[src/rtl/ctl_seq_pkg.sv]
package ctl_seq_pkg;

    typedef enum logic [1:0] {
        TK_SETUP = 2'd0,
        TK_OUT   = 2'd1,
        TK_IN    = 2'd2,
        TK_RSVD  = 2'd3
    } tok_e;

    typedef enum logic [1:0] {
        RS_GO    = 2'd0,
        RS_NAK   = 2'd1,
        RS_STALL = 2'd2,
        RS_RSVD  = 2'd3
    } rsp_e;

    typedef enum logic [1:0] {
        SG_IDLE   = 2'd0,
        SG_DATA   = 2'd1,
        SG_STATUS = 2'd2,
        SG_HALT   = 2'd3
    } stage_e;

    // Answer given in the status direction
    function automatic rsp_e status_answer(input logic busy, input logic err);
        if (err)
            return RS_STALL;
        else if (busy)
            return RS_NAK;
        else
            return RS_GO;
    endfunction

endpackage

[src/rtl/ctl_len_meter.sv]
module ctl_len_meter
    import ctl_seq_pkg::*;
#(
    parameter int MAX_PKT = 64,
    parameter int LEN_W   = 16,
    parameter int PKT_W   = 7
) (
    input  logic             clk,
    input  logic             rst_n,
    input  logic             load_i,
    input  logic [LEN_W-1:0] load_len_i,
    input  logic             take_i,
    input  logic [PKT_W-1:0] take_bytes_i,
    output logic             ended_o,
    output logic             over_o
);

    typedef struct packed {
        logic [LEN_W-1:0] remain;
        logic             ended;
    } meter_t;

    meter_t m_d, m_q;

    logic [LEN_W-1:0] bytes_w;
    logic             short_pkt;
    logic             exhaust;

    always_comb begin
        bytes_w   = LEN_W'(take_bytes_i);
        short_pkt = (take_bytes_i < PKT_W'(MAX_PKT));
        exhaust   = (bytes_w == m_q.remain);
        over_o    = (bytes_w > m_q.remain);
        m_d       = m_q;
        if (load_i) begin
            m_d.remain = load_len_i;
            m_d.ended  = (load_len_i == '0);
        end else if (take_i) begin
            if (over_o)
                m_d.remain = '0;
            else
                m_d.remain = m_q.remain - bytes_w;
            m_d.ended = m_q.ended | short_pkt | exhaust | over_o;
        end
    end

    always_ff @(posedge clk or negedge rst_n) begin
        if (!rst_n)
            m_q <= '{remain: '0, ended: 1'b0};
        else
            m_q <= m_d;
    end

    assign ended_o = m_q.ended;

endmodule

[src/rtl/ctl_resp_sel.sv]
module ctl_resp_sel
    import ctl_seq_pkg::*;
(
    input  stage_e stage_i,
    input  logic   stat_in_i,
    input  logic   ended_i,
    input  logic   tog_i,
    input  tok_e   tok_kind_i,
    input  logic   busy_i,
    input  logic   err_i,
    output rsp_e   rsp_o,
    output logic   tog_o,
    output logic   flip_o
);

    logic is_io;
    logic is_in;
    logic to_status;

    always_comb begin
        is_io     = (tok_kind_i == TK_IN) || (tok_kind_i == TK_OUT);
        is_in     = (tok_kind_i == TK_IN);
        to_status = is_io && (is_in == stat_in_i);
        flip_o    = (stage_i == SG_DATA) && to_status;

        rsp_o = RS_STALL;
        if (tok_kind_i == TK_SETUP) begin
            rsp_o = RS_GO;
        end else if (!is_io) begin
            rsp_o = RS_NAK;
        end else begin
            unique case (stage_i)
                SG_IDLE:   rsp_o = RS_STALL;
                SG_HALT:   rsp_o = RS_STALL;
                SG_DATA: begin
                    if (to_status)
                        rsp_o = status_answer(busy_i, err_i);
                    else if (ended_i || err_i)
                        rsp_o = RS_STALL;
                    else if (busy_i)
                        rsp_o = RS_NAK;
                    else
                        rsp_o = RS_GO;
                end
                SG_STATUS: begin
                    if (to_status)
                        rsp_o = status_answer(busy_i, err_i);
                    else
                        rsp_o = RS_STALL;
                end
                default:   rsp_o = RS_STALL;
            endcase
        end

        if (tok_kind_i == TK_SETUP)
            tog_o = 1'b0;
        else if (flip_o || stage_i == SG_STATUS)
            tog_o = 1'b1;
        else
            tog_o = tog_i;
    end

endmodule

[src/rtl/ctl_stage_fsm.sv]
module ctl_stage_fsm
    import ctl_seq_pkg::*;
(
    input  logic   clk,
    input  logic   rst_n,
    input  logic   tok_valid_i,
    input  tok_e   tok_kind_i,
    input  rsp_e   rsp_i,
    input  logic   flip_i,
    input  logic   txn_done_i,
    input  logic   setup_in_i,
    input  logic   setup_zero_i,
    input  logic   over_i,
    output stage_e stage_o,
    output logic   stat_in_o,
    output logic   tog_o,
    output logic   load_o,
    output logic   take_o
);

    typedef struct packed {
        stage_e stage;
        logic   stat_in;
        logic   tog;
        tok_e   last;
    } fsm_t;

    fsm_t f_d, f_q;

    logic last_io;
    logic last_status;
    logic tok_io;

    always_comb begin
        f_d         = f_q;
        load_o      = 1'b0;
        take_o      = 1'b0;
        last_io     = (f_q.last == TK_IN) || (f_q.last == TK_OUT);
        last_status = last_io && ((f_q.last == TK_IN) == f_q.stat_in);
        tok_io      = (tok_kind_i == TK_IN) || (tok_kind_i == TK_OUT);

        if (txn_done_i) begin
            if (f_q.last == TK_SETUP) begin
                load_o = 1'b1;
                f_d.tog = 1'b1;
                if (setup_zero_i) begin
                    f_d.stage   = SG_STATUS;
                    f_d.stat_in = 1'b1;
                end else begin
                    f_d.stage   = SG_DATA;
                    f_d.stat_in = ~setup_in_i;
                end
            end else if (f_q.stage == SG_DATA && last_io && !last_status) begin
                take_o  = 1'b1;
                f_d.tog = ~f_q.tog;
                if (over_i)
                    f_d.stage = SG_HALT;
            end else if (f_q.stage == SG_STATUS && last_status) begin
                f_d.stage = SG_IDLE;
                f_d.tog   = 1'b0;
            end
        end else if (tok_valid_i) begin
            f_d.last = tok_kind_i;
            if (tok_io) begin
                if (rsp_i == RS_STALL) begin
                    f_d.stage = SG_HALT;
                end else if (flip_i) begin
                    f_d.stage = SG_STATUS;
                    f_d.tog   = 1'b1;
                end
            end
        end
    end

    always_ff @(posedge clk or negedge rst_n) begin
        if (!rst_n)
            f_q <= '{stage: SG_IDLE, stat_in: 1'b1, tog: 1'b0, last: TK_RSVD};
        else
            f_q <= f_d;
    end

    assign stage_o   = f_q.stage;
    assign stat_in_o = f_q.stat_in;
    assign tog_o     = f_q.tog;

endmodule

[src/rtl/ctl_xfer_seq.sv]
module ctl_xfer_seq
    import ctl_seq_pkg::*;
#(
    parameter int MAX_PKT = 64,
    parameter int LEN_W   = 16,
    localparam int PKT_W  = $clog2(MAX_PKT + 1)
) (
    input  logic             clk,
    input  logic             rst_n,
    input  logic             tok_valid,
    input  logic [1:0]       tok_kind,
    input  logic             txn_done,
    input  logic [PKT_W-1:0] txn_bytes,
    input  logic             setup_dev2host,
    input  logic [LEN_W-1:0] setup_len,
    input  logic             fn_busy,
    input  logic             fn_error,
    output logic [1:0]       rsp_mode,
    output logic             tog_preset,
    output logic [1:0]       stage
);

    tok_e   kind_w;
    rsp_e   rsp_w;
    stage_e stage_w;
    logic   stat_in_w;
    logic   tog_w;
    logic   flip_w;
    logic   load_w;
    logic   take_w;
    logic   ended_w;
    logic   over_w;
    logic   zero_w;

    assign kind_w = tok_e'(tok_kind);
    assign zero_w = (setup_len == '0);

    ctl_len_meter #(
        .MAX_PKT (MAX_PKT),
        .LEN_W   (LEN_W),
        .PKT_W   (PKT_W)
    ) u_meter (
        .clk          (clk),
        .rst_n        (rst_n),
        .load_i       (load_w),
        .load_len_i   (setup_len),
        .take_i       (take_w),
        .take_bytes_i (txn_bytes),
        .ended_o      (ended_w),
        .over_o       (over_w)
    );

    ctl_resp_sel u_resp (
        .stage_i    (stage_w),
        .stat_in_i  (stat_in_w),
        .ended_i    (ended_w),
        .tog_i      (tog_w),
        .tok_kind_i (kind_w),
        .busy_i     (fn_busy),
        .err_i      (fn_error),
        .rsp_o      (rsp_w),
        .tog_o      (tog_preset),
        .flip_o     (flip_w)
    );

    ctl_stage_fsm u_fsm (
        .clk          (clk),
        .rst_n        (rst_n),
        .tok_valid_i  (tok_valid),
        .tok_kind_i   (kind_w),
        .rsp_i        (rsp_w),
        .flip_i       (flip_w),
        .txn_done_i   (txn_done),
        .setup_in_i   (setup_dev2host),
        .setup_zero_i (zero_w),
        .over_i       (over_w),
        .stage_o      (stage_w),
        .stat_in_o    (stat_in_w),
        .tog_o        (tog_w),
        .load_o       (load_w),
        .take_o       (take_w)
    );

    assign rsp_mode = rsp_w;
    assign stage    = stage_w;

endmodule

[config.mk]
export PLATFORM = sky130hd
export DESIGN_NAME = ctl_xfer_seq
export DESIGN_NICKNAME = d
export VERILOG_FILES = /design/src/rtl/ctl_seq_pkg.sv /design/src/rtl/ctl_len_meter.sv /design/src/rtl/ctl_resp_sel.sv /design/src/rtl/ctl_stage_fsm.sv /design/src/rtl/ctl_xfer_seq.sv
export SDC_FILE = /design/constraint.sdc
export NUM_CORES = 1
export LEC_CHECK = 0
export ABC_CLOCK_PERIOD_IN_PS = 2300
export BUFFER_PORTS_ARGS = -buffer_cell sky130_fd_sc_hd__buf_2
export CAP_MARGIN = 20
export CORE_MARGIN = 10
export CORE_UTILIZATION = 50
export DETAILED_ROUTE_END_ITERATION = 10
export PLACE_DENSITY = 0.72
export SLEW_MARGIN = 20
export SYNTH_ARGS = -nofsm -noshare
export SYNTH_HDL_FRONTEND = slang
export SYNTH_SLANG_ARGS = --single-unit
[constraint.sdc]
create_clock -name clk -period 2.3 [get_ports clk]
set_input_delay 0.69 -clock clk [delete_from_list [all_inputs] [get_ports clk]]
set_output_delay 0.69 -clock clk [all_outputs]
set_load 0.01 [all_outputs]
==> results.json, run 1 <==
{
  "status": "finished with violations",
  "violations": "negative setup slack",
  "drive_gt1_share_pct": 45.90,
  "setup-tns-final_ns": -0.4414,
  "start_util_pct": 52.07,
  "fin_crit_ns": 2.515,
  "drt_iter0_markers": 171,
  "cts-root-buf": "clkbuf_8",
  "grt_usage_pct": 18.92,
  "htreeDepth": 1,
  "place_hpwl_um": 4726,
  "ys_warn_count": 0,
  "tritoncts": "done",
  "rsz0062_at_grt": "true",
  "antenna_found_initial": 0,
  "antenna-diode-count": 0,
  "synthArstFlopShare_pct": 100.0,
  "grt_pass1_vias": 2119,
  "place_inst": 340,
  "critical_path_arrival_ns": 1.83,
  "worst-setup-path-type": "input pin to output port",
  "cp.required_ns": 1.61,
  "crit_top_cell": "a21oi_2",
  "hold_ws_ns": 0.3859,
  "drt-pass1-iter-count": 4,
  "num-nets-final": 352,
  "setup_slack_ns": -0.2150,
  "vias_per_cell": 5.929,
  "p_leak_nw": 1.246,
  "power_density_mw_per_mm2": 975.8,
  "drtAntennaViolNets": 0,
  "drt_wl_total_um": 6361,
  "num-fill-cells": 288,
  "dieWidth_um": 81.98,
  "numCtsBuffers": 3,
  "clk_path_buf_depth": 2,
  "coreArea_mm2": 0.003689,
  "placed_area_mm2": 0.002572,
  "maxSlewHeadroom_pct": 63.83,
  "cp.buffers_inverters": 3,
  "reg2reg_from": "u_fsm.f_q[0]$_DFFE_PN1P_",
  "die-area_mm2": 0.006720,
  "area_growth_pct": 48.86,
  "final_cell_area_mm2": 0.002859,
  "cts_sinks": 23,
  "ys_ff_latch": 23,
  "finalHoldViolCount": 0,
  "hp-class": "input pin to async pin",
  "cp_top_family": "compound AO/OA/AOI/OAI gates",
  "yosysUniqueCellTypes": 50,
  "fin_cells": 353,
  "critical_path.max_fanout": 3,
  "fin_worst_skew_ns": 0.003630,
  "syn_inst": 229,
  "max_freq_ghz": 0.3976,
  "rows": 22,
  "ys_seq_area_share_pct": 30.16,
  "endpoint_kind": "output port",
  "yosys_most_used_dff": "dfrtp_1",
  "die_h_um": 81.98,
  "worstRegToRegCells": 7,
  "slew_viol_final": 0,
  "reg2reg_to": "u_fsm.stage_o[1]$_DFFE_PN0P_",
  "routed-via-count": 2093,
  "peakVddDrop_mv": 0.6554,
  "worst_setup_path_start_kind": "input pin",
  "final_common_cell": "buf_4",
  "max_stage_delay_ns": 0.24,
  "clkLatencyLatePin_ns": 0.28,
  "globalplace.congestion": 0.8728,
  "crit_path_top_delay_cell": "a211o_1",
  "cts.reportedPaths.clkPinSlew_ns": 0.09,
  "overflow": 0,
  "drc_errors": 0,
  "holdBufCountCts": 0,
  "ioPinCount": 37,
  "path_cells": "buf_12 > inv_12 > ha_4 > xnor2_4 > and2_4 > a21oi_2 > a211o_1 > a21oi_2 > buf_2",
  "synth_edf_count": 0,
  "portBuffers": 36,
  "worst_pin_slew_ns": 0.5426,
  "syn_nets": 275,
  "syn_avg_cell_area_um2": 8.387,
  "grt_pass1_wl_um": 10200,
  "syn_area_mm2": 0.001921,
  "grt_start_max_net_pins": 24,
  "final_cell_mix": "buf_4, buf_2, dfrtp_1",
  "drv_cap": 0,
  "reg2reg_slack_ns": 0.06,
  "wire_per_inst_um": 18.02,
  "setup_violations": 3,
  "period_share_pct": 109.3
}
[registers in the layout (all words and copies together) (netlist names)]
register and count:
u_fsm.f_q 2, u_fsm.tog_o 1, u_meter.ended_o 1, u_fsm.stat_in_o 1
u_fsm.stage_o 2, u_meter.m_q 16
[Yosys cell counts, types with 5 or more instances]
cell type | n | area, um2
ha_1 | 13 | 162.7
nand4_1 | 5 | 31.28
nand3_1 | 10 | 50.05
inv_1 | 15 | 56.30
clkbuf_1 | 8 | 30.03
a221o_1 | 5 | 50.05
nand2_1 | 21 | 78.83
nor3_1 | 7 | 35.03
a21oi_1 | 16 | 80.08
o211ai_1 | 6 | 45.04
nor2_1 | 13 | 48.80
o21ai_0 | 14 | 70.07
nor2b_1 | 5 | 31.28
or3_1 | 5 | 31.28
nor4_1 | 5 | 31.28
dfrtp_1 | 20 | 500.5
[cells by family (layout without fill, tap and decap cells)]
kind of cell	after synthesis	in the layout	synth area share, %
simple gates	89	89	25.08
compound gates	67	67	24.11
buf+inv	26	102	5.863
flops	23	23	30.16
fa+ha+maj	14	14	9.512
xor+xnor	5	5	2.280
mux	5	5	2.996
[through the flow]
| stage | total power [mW] | setup slack [ns] | util (%) |
|---|---|---|---|
| finish | 2.790 | -0.2150 | 77.51 |
| global route | 2.991 | -0.2965 | 77.51 |
| CTS | 2.607 | -0.2082 | 74.02 |
| detailed placement | 2.225 | -0.3422 | 69.74 |
| global placement | 2.186 | -0.2919 | 69.74 |
| floorplan | 1.724 | -0.2811 | - |
[per-layer routing]
| layer | GRT usage (%) | up-vias | wire length (um) |
|---|---|---|---|
| li1 | - | 1003 | - |
| met1 | 24.26 | 1011 | 2617 |
| met2 | 32.45 | 65 | 3258 |
| met3 | 3.603 | 14 | 370 |
| met4 | 3.401 | 0 | 114 |
| met5 | 0 | - | 0 |
[what timing repair did]
item | CTS | global route
pin swaps | 14 | 12
setup buffers | 6 | 6
setup endpoints to repair | 6 | 16
gates resized for setup | 16 | 21
[worst max path at each step]
stage	to	from	cells past startpoint
after global routing	rsp_mode[0]	tok_kind[0]	9
after detailed placement	rsp_mode[0]	tok_kind[0]	9
after global placement	rsp_mode[0]	tok_kind[0]	9
after CTS	rsp_mode[0]	tok_kind[0]	9
final	rsp_mode[0]	tok_kind[0]	9
after floorplan	u_fsm.stage_o[1]$_DFFE_PN0P_	txn_bytes[0]	9
[worst register-to-register path, cell delays in order, from the launching register on]
cell,delay (ns)
dfstp_2,0.54
inv_1,0.05
ha_1,0.22
xor2_2,0.24
mux2_2,0.37
a31oi_1,0.23
a211o_1,0.18
mux2_4,0.30
[where the power goes]
part | switching [mW] | leakage, nW | internal, mW | total (mW)
Clock | 0.146 | 0.0255 | 0.122 | 0.267
Combinational | 0.844 | 0.947 | 0.945 | 1.79
Sequential | 0.181 | 0.274 | 0.553 | 0.734
[layout make-up]
type                       instances  area, um2  share of cell area, %
tap                               48      60.06                  2.101
sequential                        23      579.3                  20.26
clock inverter                     1      5.005                 0.1751
clock buffer                       3      41.29                  1.444
multi-input combinational        180       1508                  52.74
timing repair buffer              83      591.8                  20.70
inverter                          15      73.82                  2.582
(Power assumes the default switching activity.)
==> run 2, diff against run 1 <==
--- a/config.mk
+++ b/config.mk
@@ -8,10 +8,12 @@
 export ABC_CLOCK_PERIOD_IN_PS = 2300
 export BUFFER_PORTS_ARGS = -buffer_cell sky130_fd_sc_hd__buf_2
 export CAP_MARGIN = 20
+export CELL_PAD_IN_SITES_DETAIL_PLACEMENT = 0
+export CELL_PAD_IN_SITES_GLOBAL_PLACEMENT = 2
 export CORE_MARGIN = 10
-export CORE_UTILIZATION = 50
+export CORE_UTILIZATION = 29
 export DETAILED_ROUTE_END_ITERATION = 10
-export PLACE_DENSITY = 0.72
+export PLACE_DENSITY = 0.71
 export SLEW_MARGIN = 20
 export SYNTH_ARGS = -nofsm -noshare
 export SYNTH_HDL_FRONTEND = slang
==> run 2 against run 1 <==
The flow still finishes with violations (negative setup slack). First-iteration DRC count is 51% lower. Sequential power is 2% higher. Sequential share of layout area is 1.3 points lower. Largest cell class unchanged. Die area is 53% higher. Clock-buffer cell count stayed put. Design area is 6.6% higher. Combinational power is 4% higher. Critical path type unchanged.
==> results.json, run 2 (synthesis gave the netlist of run 1 again) <==
{
  "critical_path_arrival_ns": 1.83,
  "coreArea_mm2": 0.006386,
  "drtAntennaViolNets": 0,
  "utilization_pct": 47.73,
  "area_growth_pct": 58.70,
  "vias_per_cell": 5.215,
  "drc_errors": 0,
  "status": "finished with violations",
  "fin_worst_skew_ns": 0.003721,
  "final_cell_area_mm2": 0.003048,
  "final_cell_mix": "buf_4, buf_2, dfrtp_1",
  "cp.required_ns": 1.61,
  "cts.reportedPaths.clkPinSlew_ns": 0.10,
  "violations": "negative setup slack",
  "setup-tns-final_ns": -0.4436,
  "critical_path.max_fanout": 3,
  "portBuffers": 36,
  "place_hpwl_um": 5170,
  "drive_gt1_share_pct": 50.00,
  "worst_setup_path_start_kind": "input pin",
  "drt_iter0_markers": 84,
  "final_common_cell": "buf_4",
  "drv_cap": 0,
  "largest_reg_flops": 16,
  "drt-pass1-iter-count": 4,
  "power_density_mw_per_mm2": 948.5,
  "start_util_pct": 30.07,
  "maxSlewHeadroom_pct": 59.16,
  "peakVddDrop_mv": 0.5216,
  "max_freq_ghz": 0.3976,
  "setup_slack_ns": -0.2151,
  "endpoint_kind": "output port",
  "place_inst": 379,
  "die-area_mm2": 0.01028,
  "worst-setup-path-type": "input pin to output port",
  "period_share_pct": 109.4,
  "globalplace.congestion": 0.8461,
  "num-nets-final": 361,
  "ioPinCount": 37,
  "grt_pass1_vias": 2074,
  "antenna-diode-count": 0,
  "fin_crit_ns": 2.515,
  "tritoncts": "done",
  "rows": 29,
  "grt_pass1_wl_um": 10590,
  "rsz0062_at_grt": "true",
  "hold_ws_ns": 0.4082,
  "grt_start_max_net_pins": 24,
  "setup_violations": 5,
  "slew_viol_final": 0,
  "numCtsBuffers": 3,
  "worst_pin_slew_ns": 0.6125,
  "fin_cells": 391,
  "htreeDepth": 1,
  "finalHoldViolCount": 0,
  "wire_per_inst_um": 16.85,
  "grt_usage_pct": 12.75,
  "hp-class": "input pin to async pin",
  "drt_wl_total_um": 6587,
  "placed_area_mm2": 0.002696,
  "antenna_found_initial": 0,
  "dieWidth_um": 101.4,
  "cts-root-buf": "clkbuf_8",
  "clk_path_buf_depth": 2,
  "top_register": "u_meter.m_q",
  "clkLatencyLatePin_ns": 0.28,
  "overflow": 0,
  "p_leak_nw": 1.312,
  "cts_sinks": 23,
  "routed-via-count": 2039,
  "die_h_um": 101.4
}
==> run 2: what timing repair did <==
action | CTS | global route
setup endpoints to repair | 9 | 13
buffers inserted | 4 | 7
hold buffers | 0 | 0
gates resized for setup | 17 | 34
pin swaps | 9 | 16
==> run 2: routing by layer <==
metal	up-vias	GRT usage, %	part of all wire, %
li1	1016	-	-
met1	991	17.38	49
met2	28	19.87	46
met3	4	3.268	3.8
met4	0	2.465	0.65
met5	-	0	0
==> run 2: layout make-up <==
cell class | instances | area [um2]
repair buffers | 92 | 669.4
well taps | 77 | 96.34
flip-flops and latches | 23 | 579.3
clock buffers | 3 | 41.29
inverters | 15 | 78.83
multi-input cells | 180 | 1578
fillers | 620 | 3338
clock inverters | 1 | 5.005
==> run 2: final timing paths <==
kind | from | end | slack [ns] | cells past startpoint
worst min register to register | u_fsm.f_q[0]$_DFFE_PN1P_ | u_fsm.f_q[0]$_DFFE_PN1P_ | 0.49 | 2
worst max-delay path | tok_kind[0] | rsp_mode[0] | -0.22 | 9
max in group asynchronous | rst_n | u_meter.m_q[3]$_DFFE_PN0P_ | 1.49 | 1
min in group clk | u_fsm.f_q[0]$_DFFE_PN1P_ | u_fsm.f_q[0]$_DFFE_PN1P_ | 0.49 | 2
worst max register to register | u_meter.m_q[1]$_DFFE_PN0P_ | u_meter.m_q[10]$_DFFE_PN0P_ | -0.04 | 11
worst min-delay path | rst_n | u_meter.m_q[12]$_DFFE_PN0P_ | 0.41 | 1
==> run 2: power by group <==
group | switching [mW] | internal (mW) | leakage, nW
clock network | 0.161 | 0.122 | 0.0255
logic | 0.847 | 1.01 | 1.01
registers | 0.196 | 0.553 | 0.274
total | 1.20 | 1.69 | 1.31
==> run 2: metrics by stage <==
stage	setup WS [ns]	power, mW
floorplan	-0.2811	1.724
global placement	-0.3206	2.300
detailed placement	-0.3595	2.308
CTS	-0.2137	2.686
global route	-0.2672	3.116
finish	-0.2151	2.891
==> run 2: critical path: stages <==
cell	delay (ns)
buf_12	0.09
inv_12	0.03
ha_4	0.16
xnor2_4	0.16
and2_4	0.17
a21oi_2	0.04
a211o_1	0.23
a21oi_2	0.11
buf_2	0.14
